--- config.mk ---
export PLATFORM = sky130hd
export DESIGN_NAME = nand_cycle_seq
export DESIGN_NICKNAME = d
export VERILOG_FILES = /design/src/rtl/nand_seq_pkg.sv /design/src/rtl/nand_rb_sync.sv /design/src/rtl/nand_strobe_timer.sv /design/src/rtl/nand_cycle_seq.sv
export SDC_FILE = /design/constraint.sdc
export NUM_CORES = 1
export LEC_CHECK = 0
export BUFFER_PORTS_ARGS = -buffer_cell sky130_fd_sc_hd__buf_4
export CORE_UTILIZATION = 48
export DETAILED_ROUTE_END_ITERATION = 10
export GPL_TIMING_DRIVEN = 0
export PLACE_DENSITY = 0.75
export RECOVER_POWER = 100
export SLEW_MARGIN = 20
export SYNTH_ARGS = -nofsm -noshare
export SYNTH_HDL_FRONTEND = slang
export SYNTH_HIERARCHICAL = 1
export SYNTH_SLANG_ARGS = --single-unit
--- constraint.sdc ---
create_clock -name clk_i -period 1.6 [get_ports clk_i]
set_input_delay 0.16 -clock clk_i [delete_from_list [all_inputs] [get_ports clk_i]]
set_output_delay 0.16 -clock clk_i [all_outputs]
set_load 0.02 [all_outputs]
--- src/rtl/nand_seq_pkg.sv ---
package nand_seq_pkg;

  typedef enum logic [2:0] {
    PH_IDLE = 3'd0,
    PH_CMD0 = 3'd1,
    PH_ADDR = 3'd2,
    PH_DATA = 3'd3,
    PH_CMD1 = 3'd4
  } phase_e;

  // Next phase after cur has fully finished (address: after its last byte).
  function automatic phase_e after_phase(phase_e cur, logic has_c0, logic has_addr,
                                         logic has_data, logic has_c1);
    if (cur == PH_IDLE && has_c0) return PH_CMD0;
    if ((cur == PH_IDLE || cur == PH_CMD0) && has_addr) return PH_ADDR;
    if (cur != PH_DATA && cur != PH_CMD1 && has_data) return PH_DATA;
    if (cur != PH_CMD1 && has_c1) return PH_CMD1;
    return PH_IDLE;
  endfunction

endpackage

--- src/rtl/nand_rb_sync.sv ---
module nand_rb_sync #(
  parameter int STAGES = 2
) (
  input  logic clk_i,
  input  logic rst_ni,
  input  logic rb_i,
  output logic rb_o
);
  logic [STAGES-1:0] sync_q;

  // Resets to busy so no access starts before the line is sampled.
  always_ff @(posedge clk_i or negedge rst_ni) begin
    if (!rst_ni) sync_q <= '0;
    else         sync_q <= {sync_q[STAGES-2:0], rb_i};
  end

  assign rb_o = sync_q[STAGES-1];
endmodule

--- src/rtl/nand_strobe_timer.sv ---
module nand_strobe_timer #(
  parameter int HIGH_W = 2
) (
  input  logic              clk_i,
  input  logic              rst_ni,
  input  logic              run_i,
  input  logic [HIGH_W-1:0] high_i,
  output logic              low_o,
  output logic              last_o
);
  logic              low_q;
  logic [HIGH_W-1:0] cnt_q;

  always_ff @(posedge clk_i or negedge rst_ni) begin
    if (!rst_ni) begin
      low_q <= 1'b1;
      cnt_q <= '0;
    end else if (run_i) begin
      if (low_q) begin
        low_q <= 1'b0;
        cnt_q <= high_i;
      end else if (cnt_q == '0) begin
        low_q <= 1'b1;
      end else begin
        cnt_q <= cnt_q - 1'b1;
      end
    end
  end

  assign low_o  = low_q;
  assign last_o = run_i && !low_q && (cnt_q == '0);


  low_one_clk_chk: assert property (@(posedge clk_i) disable iff (!rst_ni)
    (run_i && low_q) |=> !low_o);
endmodule

--- src/rtl/nand_cycle_seq.sv ---
module nand_cycle_seq
  import nand_seq_pkg::*;
#(
  parameter int DATA_W      = 8,
  parameter int ADDR_BYTES  = 4,
  parameter int HIGH_W      = 2,
  parameter int SYNC_STAGES = 2,
  parameter int ACNT_W      = $clog2(ADDR_BYTES + 1),
  parameter int ADDR_W      = DATA_W * ADDR_BYTES
) (
  input  logic              clk_i,
  input  logic              rst_ni,
  input  logic              start_i,
  input  logic [1:0]        cmd_cnt_i,
  input  logic [ACNT_W-1:0] addr_cnt_i,
  input  logic              data_en_i,
  input  logic              data_wr_i,
  input  logic [DATA_W-1:0] cmd0_i,
  input  logic [DATA_W-1:0] cmd1_i,
  input  logic [ADDR_W-1:0] addr_i,
  input  logic [DATA_W-1:0] wdata_i,
  input  logic [HIGH_W-1:0] we_high_i,
  input  logic [HIGH_W-1:0] re_high_i,
  input  logic              rb_i,
  input  logic [DATA_W-1:0] io_i,
  output logic              ready_o,
  output logic              done_o,
  output logic              busy_o,
  output logic [DATA_W-1:0] rdata_o,
  output logic              ce_no,
  output logic              cle_o,
  output logic              ale_o,
  output logic              we_no,
  output logic              re_no,
  output logic [DATA_W-1:0] io_o,
  output logic              io_oe_o
);
  localparam int IDX_W = (ADDR_BYTES > 1) ? $clog2(ADDR_BYTES) : 1;

  phase_e ph_q, first_ph, next_ph;
  logic   rb_s, accept, strobe_low, phase_last, last_addr, rd_phase;
  logic   c0_q, c1_q, de_q, rd_q, done_q;
  logic [ACNT_W-1:0] n_addr_in, n_addr_q, addr_idx_q;
  logic [DATA_W-1:0] cmd0_q, cmd1_q, wdata_q, rdata_q;
  logic [ADDR_W-1:0] addr_q;
  logic [HIGH_W-1:0] weh_q, reh_q, high_sel;
  logic [DATA_W-1:0] addr_bytes [ADDR_BYTES];

  nand_rb_sync #(.STAGES(SYNC_STAGES)) u_sync (
    .clk_i(clk_i), .rst_ni(rst_ni), .rb_i(rb_i), .rb_o(rb_s)
  );

  assign rd_phase = (ph_q == PH_DATA) && rd_q;
  assign high_sel = rd_phase ? reh_q : weh_q;

  nand_strobe_timer #(.HIGH_W(HIGH_W)) u_timer (
    .clk_i(clk_i), .rst_ni(rst_ni), .run_i(ph_q != PH_IDLE),
    .high_i(high_sel), .low_o(strobe_low), .last_o(phase_last)
  );

  assign ready_o   = (ph_q == PH_IDLE) && rb_s;
  assign accept    = start_i && ready_o;
  assign n_addr_in = (addr_cnt_i > ACNT_W'(ADDR_BYTES)) ? ACNT_W'(ADDR_BYTES) : addr_cnt_i;
  assign first_ph  = after_phase(PH_IDLE, cmd_cnt_i != 2'd0, n_addr_in != '0,
                                 data_en_i, cmd_cnt_i[1]);
  assign next_ph   = after_phase(ph_q, c0_q, n_addr_q != '0, de_q, c1_q);
  assign last_addr = (addr_idx_q == n_addr_q - ACNT_W'(1));

  for (genvar g = 0; g < ADDR_BYTES; g++) begin : g_abyte
    assign addr_bytes[g] = addr_q[g*DATA_W +: DATA_W];
  end

  always_ff @(posedge clk_i or negedge rst_ni) begin
    if (!rst_ni) begin
      ph_q       <= PH_IDLE;
      addr_idx_q <= '0;
      n_addr_q   <= '0;
      c0_q       <= 1'b0;
      c1_q       <= 1'b0;
      de_q       <= 1'b0;
      rd_q       <= 1'b0;
      cmd0_q     <= '0;
      cmd1_q     <= '0;
      wdata_q    <= '0;
      addr_q     <= '0;
      weh_q      <= '0;
      reh_q      <= '0;
      done_q     <= 1'b0;
      rdata_q    <= '0;
    end else begin
      done_q <= 1'b0;
      if (accept) begin
        ph_q       <= first_ph;
        addr_idx_q <= '0;
        n_addr_q   <= n_addr_in;
        c0_q       <= cmd_cnt_i != 2'd0;
        c1_q       <= cmd_cnt_i[1];
        de_q       <= data_en_i;
        rd_q       <= !data_wr_i;
        cmd0_q     <= cmd0_i;
        cmd1_q     <= cmd1_i;
        wdata_q    <= wdata_i;
        addr_q     <= addr_i;
        weh_q      <= we_high_i;
        reh_q      <= re_high_i;
        done_q     <= (first_ph == PH_IDLE);
      end else if (phase_last) begin
        if (ph_q == PH_ADDR && !last_addr) begin
          addr_idx_q <= addr_idx_q + 1'b1;
        end else begin
          ph_q       <= next_ph;
          addr_idx_q <= '0;
          done_q     <= (next_ph == PH_IDLE);
        end
      end
      if (rd_phase && strobe_low) rdata_q <= io_i;
    end
  end

  always_comb begin
    io_o = '0;
    unique case (ph_q)
      PH_CMD0: io_o = cmd0_q;
      PH_CMD1: io_o = cmd1_q;
      PH_ADDR: io_o = addr_bytes[addr_idx_q[IDX_W-1:0]];
      PH_DATA: io_o = rd_q ? '0 : wdata_q;
      default: io_o = '0;
    endcase
  end

  assign ce_no   = (ph_q == PH_IDLE);
  assign cle_o   = (ph_q == PH_CMD0) || (ph_q == PH_CMD1);
  assign ale_o   = (ph_q == PH_ADDR);
  assign we_no   = !(strobe_low && (ph_q != PH_IDLE) && !rd_phase);
  assign re_no   = !(strobe_low && rd_phase);
  assign io_oe_o = (ph_q != PH_IDLE) && !rd_phase;
  assign done_o  = done_q;
  assign busy_o  = !rb_s;
  assign rdata_o = rdata_q;


  latch_excl_chk: assert property (@(posedge clk_i) disable iff (!rst_ni)
    !(cle_o && ale_o));

  strobe_excl_chk: assert property (@(posedge clk_i) disable iff (!rst_ni)
    !(!we_no && !re_no));

  we_pulse_chk: assert property (@(posedge clk_i) disable iff (!rst_ni)
    !we_no |=> we_no);

  idle_quiet_chk: assert property (@(posedge clk_i) disable iff (!rst_ni)
    ce_no |-> (!cle_o && !ale_o && we_no && re_no && !io_oe_o));

  holdoff_chk: assert property (@(posedge clk_i) disable iff (!rst_ni)
    (ce_no && busy_o) |=> ce_no);

  done_end_chk: assert property (@(posedge clk_i) disable iff (!rst_ni)
    $rose(ce_no) |-> done_o);

  done_idle_chk: assert property (@(posedge clk_i) disable iff (!rst_ni)
    done_o |-> ce_no);
endmodule

## Word level (Yosys, flattened, before mapping)

Cells that the tools add are included.
W data, S select, Z words.

| word-level totals | value |
|---|---|
| bits in registers | 87 |
| input bits | 79 |
| output and inout bits | 25 |
| logic and storage cells | 124 |

| cells by class | value |
|---|---|
| add/subtract/negate cells | 3 |
| $lt $le $gt $ge | 2 |
| equality and inequality tests | 9 |
| mux-type cells | 56 |
| bitwise operators | 1 |
| reduce and logical (&&, ||, !) cells | 35 |

Operator list:

| cell | count |
|---|---|
| $mux W3 | 23 |
| $pmux W8 S4 | 1 |
| $mux W1 | 25 |
| $mux W8 | 3 |
| $bmux W8 S2 | 1 |
| $logic_and A1 B1 Y1 | 15 |
| $logic_not A3 Y1 | 3 |
| $reduce_bool A3 Y1 | 3 |
| $logic_not A1 Y1 | 7 |
| $eq A3 B2 Y1 const B | 2 |
| $mux W2 | 3 |
| $reduce_and A2 Y1 | 2 |
| $reduce_bool A2 Y1 | 2 |
| $add A3 B1 Y3 const B | 1 |
| $eq A3 B1 Y1 const B | 1 |
| $eq A3 B3 Y1 | 1 |
| $eq A3 B3 Y1 const B | 1 |
| $ge A3 B3 Y1 const B | 1 |
| $gt A3 B3 Y1 const B | 1 |
| $ne A3 B2 Y1 const B | 1 |
| $ne A3 B3 Y1 const B | 1 |
| $not A2 Y3 | 1 |
| $sub A3 B1 Y3 const B | 1 |
| $logic_not A2 Y1 | 1 |
| other kinds (4) | 5 |

## Logic depth before layout (Yosys ltp)

| logic depth | value |
|---|---|
| depth after elaboration | 18 |
| depth in mapped cells | 7 |
| mapped depth without buffers | 7 |

## Modules after synthesis

The synthesis kept the hierarchy.

Modules (own cells, without submodules):

| module | instances | cells each | area an instance (sq um) | seq. area each (sq um) |
|---|---|---|---|---|
| nand_cycle_seq | 1 | 409 | 3,829.9 | 2,052.0 |
| nand_strobe_timer | 1 | 18 | 172.7 | 76.3 |
| nand_rb_sync | 1 | 2 | 50.0 | 50.0 |

## Least setup slack after synthesis

No wires, ideal clock.

| timing | value |
|---|---|
| path type | register to register |
| start point | register ph_q[0] |
| end point | register ph_q[0] |
| library setup time | 134 ps |
| arrival | 1,685 ps |
| required time | 1,466 ps |
| slack | -219 ps |
| stages on the path, launching flop included | 8 |
| buffers on the path | 1 |
| clock period less this slack | 1,819 ps |
| path through | dfrtp_1 -> buf_4 -> nor3_4 -> inv_2 -> and2_4 -> a21oi_1 -> or2_4 -> o31ai_2 |

| between the ends | value |
|---|---|
| longest elaborated chain between the ends | 13 |
| elaborated cells between the ends (all ways) | 40 |
| classes of those cells | eq/ne (5); mux (20); reduce/logical (15) |

RTL lines:

| element | line | RTL |
|---|---|---|
| start, declared | nand_cycle_seq.sv:40 | `phase_e ph_q, first_ph, next_ph;` |
| start signal, assigned | nand_cycle_seq.sv:93 | `ph_q <= first_ph;` |
| start signal, assigned | nand_cycle_seq.sv:111 | `ph_q <= next_ph;` |
| $logic_not A3 Y1 (*) | - |  |
| via ce_no | nand_cycle_seq.sv:30 | `output logic ce_no,` |
| $logic_or A1 B1 Y1 | nand_seq_pkg.sv:15 | `if ((cur == PH_IDLE \|\| cur == PH_CMD0) && has_addr) return PH_ADDR;` |
| $logic_and A1 B1 Y1 | nand_seq_pkg.sv:15 |  |
| $mux W3 | nand_seq_pkg.sv:15 |  |
| $mux W3 | nand_seq_pkg.sv:16 | `if (cur != PH_DATA && cur != PH_CMD1 && has_data) return PH_DATA;` |
| $mux W3 | nand_seq_pkg.sv:17 | `if (cur != PH_CMD1 && has_c1) return PH_CMD1;` |
| $mux W3 | nand_seq_pkg.sv:18 | `return PH_IDLE;` |
| $mux W3 | nand_seq_pkg.sv:17 |  |
| $mux W3 | nand_seq_pkg.sv:16 |  |
| $mux W3 | nand_seq_pkg.sv:15 |  |
| $mux W3 | nand_cycle_seq.sv:108 | `if (ph_q == PH_ADDR && !last_addr) begin` |
| $mux W3 | nand_cycle_seq.sv:107 | `end else if (phase_last) begin` |
| $mux W3 | nand_cycle_seq.sv:92 | `if (accept) begin` |

Mark *: on every way through the listed nets, which the timed path passes. The rest lies on a longest branch. The select of a mux whose other input is x is not followed.
A chain may end at the register's enable or synchronous reset.

## Worst setup path after layout

| timing | value |
|---|---|
| start point | register addr_idx_q[0] |
| end point | output io_o[2] |

| between the ends | value |
|---|---|
| longest elaborated chain between the ends | 5 |

RTL lines:

| element | line | RTL |
|---|---|---|
| start, declared | nand_cycle_seq.sv:43 | `logic [ACNT_W-1:0] n_addr_in, n_addr_q, addr_idx_q;` |
| start signal, assigned | nand_cycle_seq.sv:109 | `addr_idx_q <= addr_idx_q + 1'b1;` |
| $not A2 Y3 (implied by the code) | nand_cycle_seq.sv:125 | `PH_ADDR: io_o = addr_bytes[addr_idx_q[IDX_W-1:0]];` |
| $bmux W8 S2 | nand_cycle_seq.sv:125 |  |
| $mux W8 (implied by the code) (2 in series) | nand_cycle_seq.sv:125 |  |
| $pmux W8 S4 | nand_cycle_seq.sv:122 | `unique case (ph_q)` |
| end, declared | nand_cycle_seq.sv:35 | `output logic [DATA_W-1:0] io_o,` |

No other way between the ends. The select of a mux whose other input is x is not followed.

==> impl_metrics.yaml <==
run_status:
  status: "finished, violations left"
  failed_checks: "negative hold slack, negative setup slack"
sta:
  fmax_mhz: 464
  worstMarginPinSlew_ns: 1.20
  whs_ns: -0.000828
  hold_violations: 1
  rsz0062_at_grt: "true"
  finalSetupViolCount: 100
  finalMaxSlewViolations: 0
  post-route-period-util_pct: 135
  fin_ws_ns: -0.556
  relSlewSlack_pct: 20.2
  min_period_ns: 2.16
  finalClockSkew_ns: 0.00855
setup_path:
  slowest_delay_ns: 0.51
  startpoint: "addr_idx_q[0]$_DFFE_PN0P_"
  cp.depth: 4
  regToRegSetupSlack_ns: -0.44
  r2r_start: "ph_q[0]$_DFFE_PN0P_"
  path_buf_inv: 2
  crit_type: "reg -> out"
  worst_path_dominant_cell_family: "multiplexers"
  critPathLaunchType: "flop"
  r2r_cells: 10
  cp.arrival_ns: 2.00
  required_ns: 1.44
  endpoint: "io_o[2]"
  worstReg2RegEnd: "ph_q[1]$_DFFE_PN0P_"
  endpoint_kind: "output pin"
  path_cells: "buf_12 > mux4_2 > a221o_1 > buf_6"
  crit_path_max_fanout: 5
  cp_slowest_cell: "mux4_2"
power_and_ir_drop:
  p_clk_share_pct: 13.1
  p_sw_share_pct: 40.1
  combPwrFrac_pct: 54.3
  power_density_nw_per_um2: 1810
  switchingPower_mw: 4.79
  seq_power_share_pct: 32.5
  p_leak_nw: 3.26
  vdd_drop_max_mv: 0.772
  power.internal_mw: 7.17
clocking:
  cts_tree: "done"
  cts_buffers: 9
  cts-root-buf: "clkbuf_8"
  clockBufferDepth: 2
  clk_latency_ns: 0.37
  cts.reportedPaths.clkPinSlew_ns: 0.09
  clock_sinks: 87
  h-tree-depth: 3
synthesis:
  postSynthAreaPerCell_um2: 9.45
  synth.distinct_cells: 48
  yosys.area.top_type: "dfrtp_1"
  ys.flop_type: "dfrtp_1"
  async_flop_share_pct: 100
  yosys_register_bits: 87
  synthesis.instances: 429
  synth_edf_count: 0
  synth_top_area_share_pct: 53.1
  synth-seq-area-share_pct: 53.8
  yosys_warnings: 6
  synthesis.area_um2: 4050
  ys_top_cells_by_area: "dfrtp_1 (53%), nand2_1 (19%), mux4_2 (4.4%)"
  synth_nets: 512
route:
  dr.pass1.iters: 8
  drt-initial-drc-count: 395
  vias_per_cell: 5.62
  vias: 4166
  drt_wl_total_um: 13700
  ant_nets: 0
  wl_per_cell_um: 18.5
  drc: 0
grt:
  antenna_found_initial: 0
  grt_pass1_vias: 3869
  grt_first_pass_wirelength_um: 18200
  grt_max_degree: 88
  grt_overflow: 0
  grt_use_total_pct: 27.2
run:
  maxCapViolations: 0
floorplanning:
  core.rowCount: 33
  core_area_um2: 8180
  die_x_um: 93.9
  die_area_um2: 8810
  initial_core_util_pct: 49.6
  ios: 104
  fp.dieH_um: 93.9
cells_and_area:
  fin_area_um2: 6600
  drive_above_1_share_pct: 38.1
  finalNetCount: 714
  post-route-util_pct: 80.7
  area_delta_synth_final_pct: 62.8
  diodes: 0
place:
  finalWeightedCongestion: 0.890
  placed_area_um2: 5000
  dp_slack_ns: -0.338
  portBuffers: 103
  post-dp-hpwl_um: 7110
hold_path:
  min_path_type: "in -> reg"
  min_path_cells: 3
worst min-delay path by stage:
stage | endpoint | from
after global placement | u_sync/sync_q[0]$_DFF_PN0_ | rb_i
after floorplan | addr_idx_q[0]$_DFFE_PN0P_ | rst_ni
after CTS | cmd0_q[4]$_DFFE_PN0N_ | cmd0_i[4]
after global routing | reh_q[0]$_DFFE_PN0N_ | re_high_i[0]
after detailed placement | u_sync/sync_q[0]$_DFF_PN0_ | rb_i
final | cmd0_q[4]$_DFFE_PN0N_ | cmd0_i[4]
registers in the layout, summed over array words and instances, names as in the netlist, 2 cells and up:
register,cells
n_addr_q,3
ph_q,3
cmd1_q,8
weh_q,2
u_timer/cnt_q,2
reh_q,2
addr_q,32
addr_idx_q,3
rdata_o,8
u_sync/sync_q,2
cmd0_q,8
wdata_q,8
tightest hold or removal path, stage by stage:
cell     delay, ns
buf_4         0.07
nand2_1       0.05
nand2_1       0.05
Yosys cell counts, drive strengths merged, types with 3 or more instances:
| cell | number |
|---|---|
| inv | 9 |
| nor2b | 3 |
| a31oi | 3 |
| a22oi | 9 |
| ha | 4 |
| and2 | 3 |
| or3b | 4 |
| nand2 | 203 |
| clkbuf | 10 |
| o21ai | 11 |
| nand3b | 3 |
| mux2 | 10 |
| buf | 13 |
| dfrtp | 86 |
| a221o | 8 |
| nor2 | 12 |
| mux4 | 8 |
placed cells by master, fill, tap and decap left out, types with 3 or more instances in the layout:
cell | netlist | final
clkbuf_4 | 0 | 3
clkbuf_8 | 0 | 9
inv_1 | 8 | 6
o21ai_0 | 4 | 3
buf_8 | 0 | 13
a221o_1 | 8 | 8
nand2_4 | 0 | 3
a22oi_1 | 9 | 6
buf_6 | 0 | 31
buf_12 | 0 | 6
clkbuf_1 | 10 | 10
mux2_4 | 0 | 3
dfrtp_1 | 86 | 85
nor2b_4 | 0 | 3
ha_1 | 4 | 3
nand2_2 | 0 | 15
a22oi_2 | 0 | 3
mux4_2 | 8 | 8
nor2_1 | 12 | 10
clkbuf_16 | 0 | 6
dlygate4sd3_1 | 0 | 49
nand3b_1 | 3 | 3
buf_4 | 2 | 95
nand2_1 | 203 | 184
o21ai_1 | 7 | 5
o21ai_2 | 0 | 3
mux2_2 | 8 | 7
timing repair:
item,CTS,global route
setup buffers,12,22
gates cloned,0,6
pin swaps,7,11
setup endpoints to repair,97,85
hold buffers,48,1
resized for setup,54,104
hold endpoints to repair,48,86
metrics by stage:
step           TNS (ns)  std cells  total power [mW]  hold WS [ns]
2_1_floorplan     -2.26        429              6.69        -0.136
3_3_place_gp     -11.90        637              7.99         0.272
3_5_place_dp     -15.29        637              8.18         0.274
4_1_cts           -5.36        712              10.5       0.00125
5_1_grt          -34.69        741              12.6       0.00693
6_report         -29.03        741              12.0     -0.000828
per-layer routing:
layer	global-route usage, %	part of all wire [%]	up-vias
li1	-	-	1815
met1	33.4	37	2026
met2	45.9	51	260
met3	4.85	7.5	65
met4	13.8	4.4	0
met5	0	0	-
power groups by stage:
stage          clock network (mW)  logic (mW)  registers [mW]
2_1_floorplan                   0        2.93            3.76
3_3_place_gp                    0        4.26            3.74
3_5_place_dp                    0        4.39            3.79
4_1_cts                      1.55        5.20            3.77
5_1_grt                      1.66        6.94            3.98
6_report                     1.57        6.50            3.89
area by class of cell:
class                   count  area, um2
inverters                   9       38.8
clock buffers               9        124
plain buffers              22        319
clock inverters             7       72.6
well taps                 105        131
fillers                   473       1580
repair buffers            192       1760
flip-flops and latches     87       2180
multi-input cells         310       1970
cell families (layout without fill, tap and decap cells):
logic type,Yosys count,after routing,synth area share [%]
adder cells (fa/ha/maj),4,4,1.23
XOR/XNOR,3,3,1.02
AND/OR/NAND/NOR,240,240,24.9
buffers and inverters,32,239,3.49
flip-flops,87,87,53.8
multiplexers,18,18,7.22
AO/OA/AOI/OAI,45,45,8.34
Power figures use the tool's default switching activity.
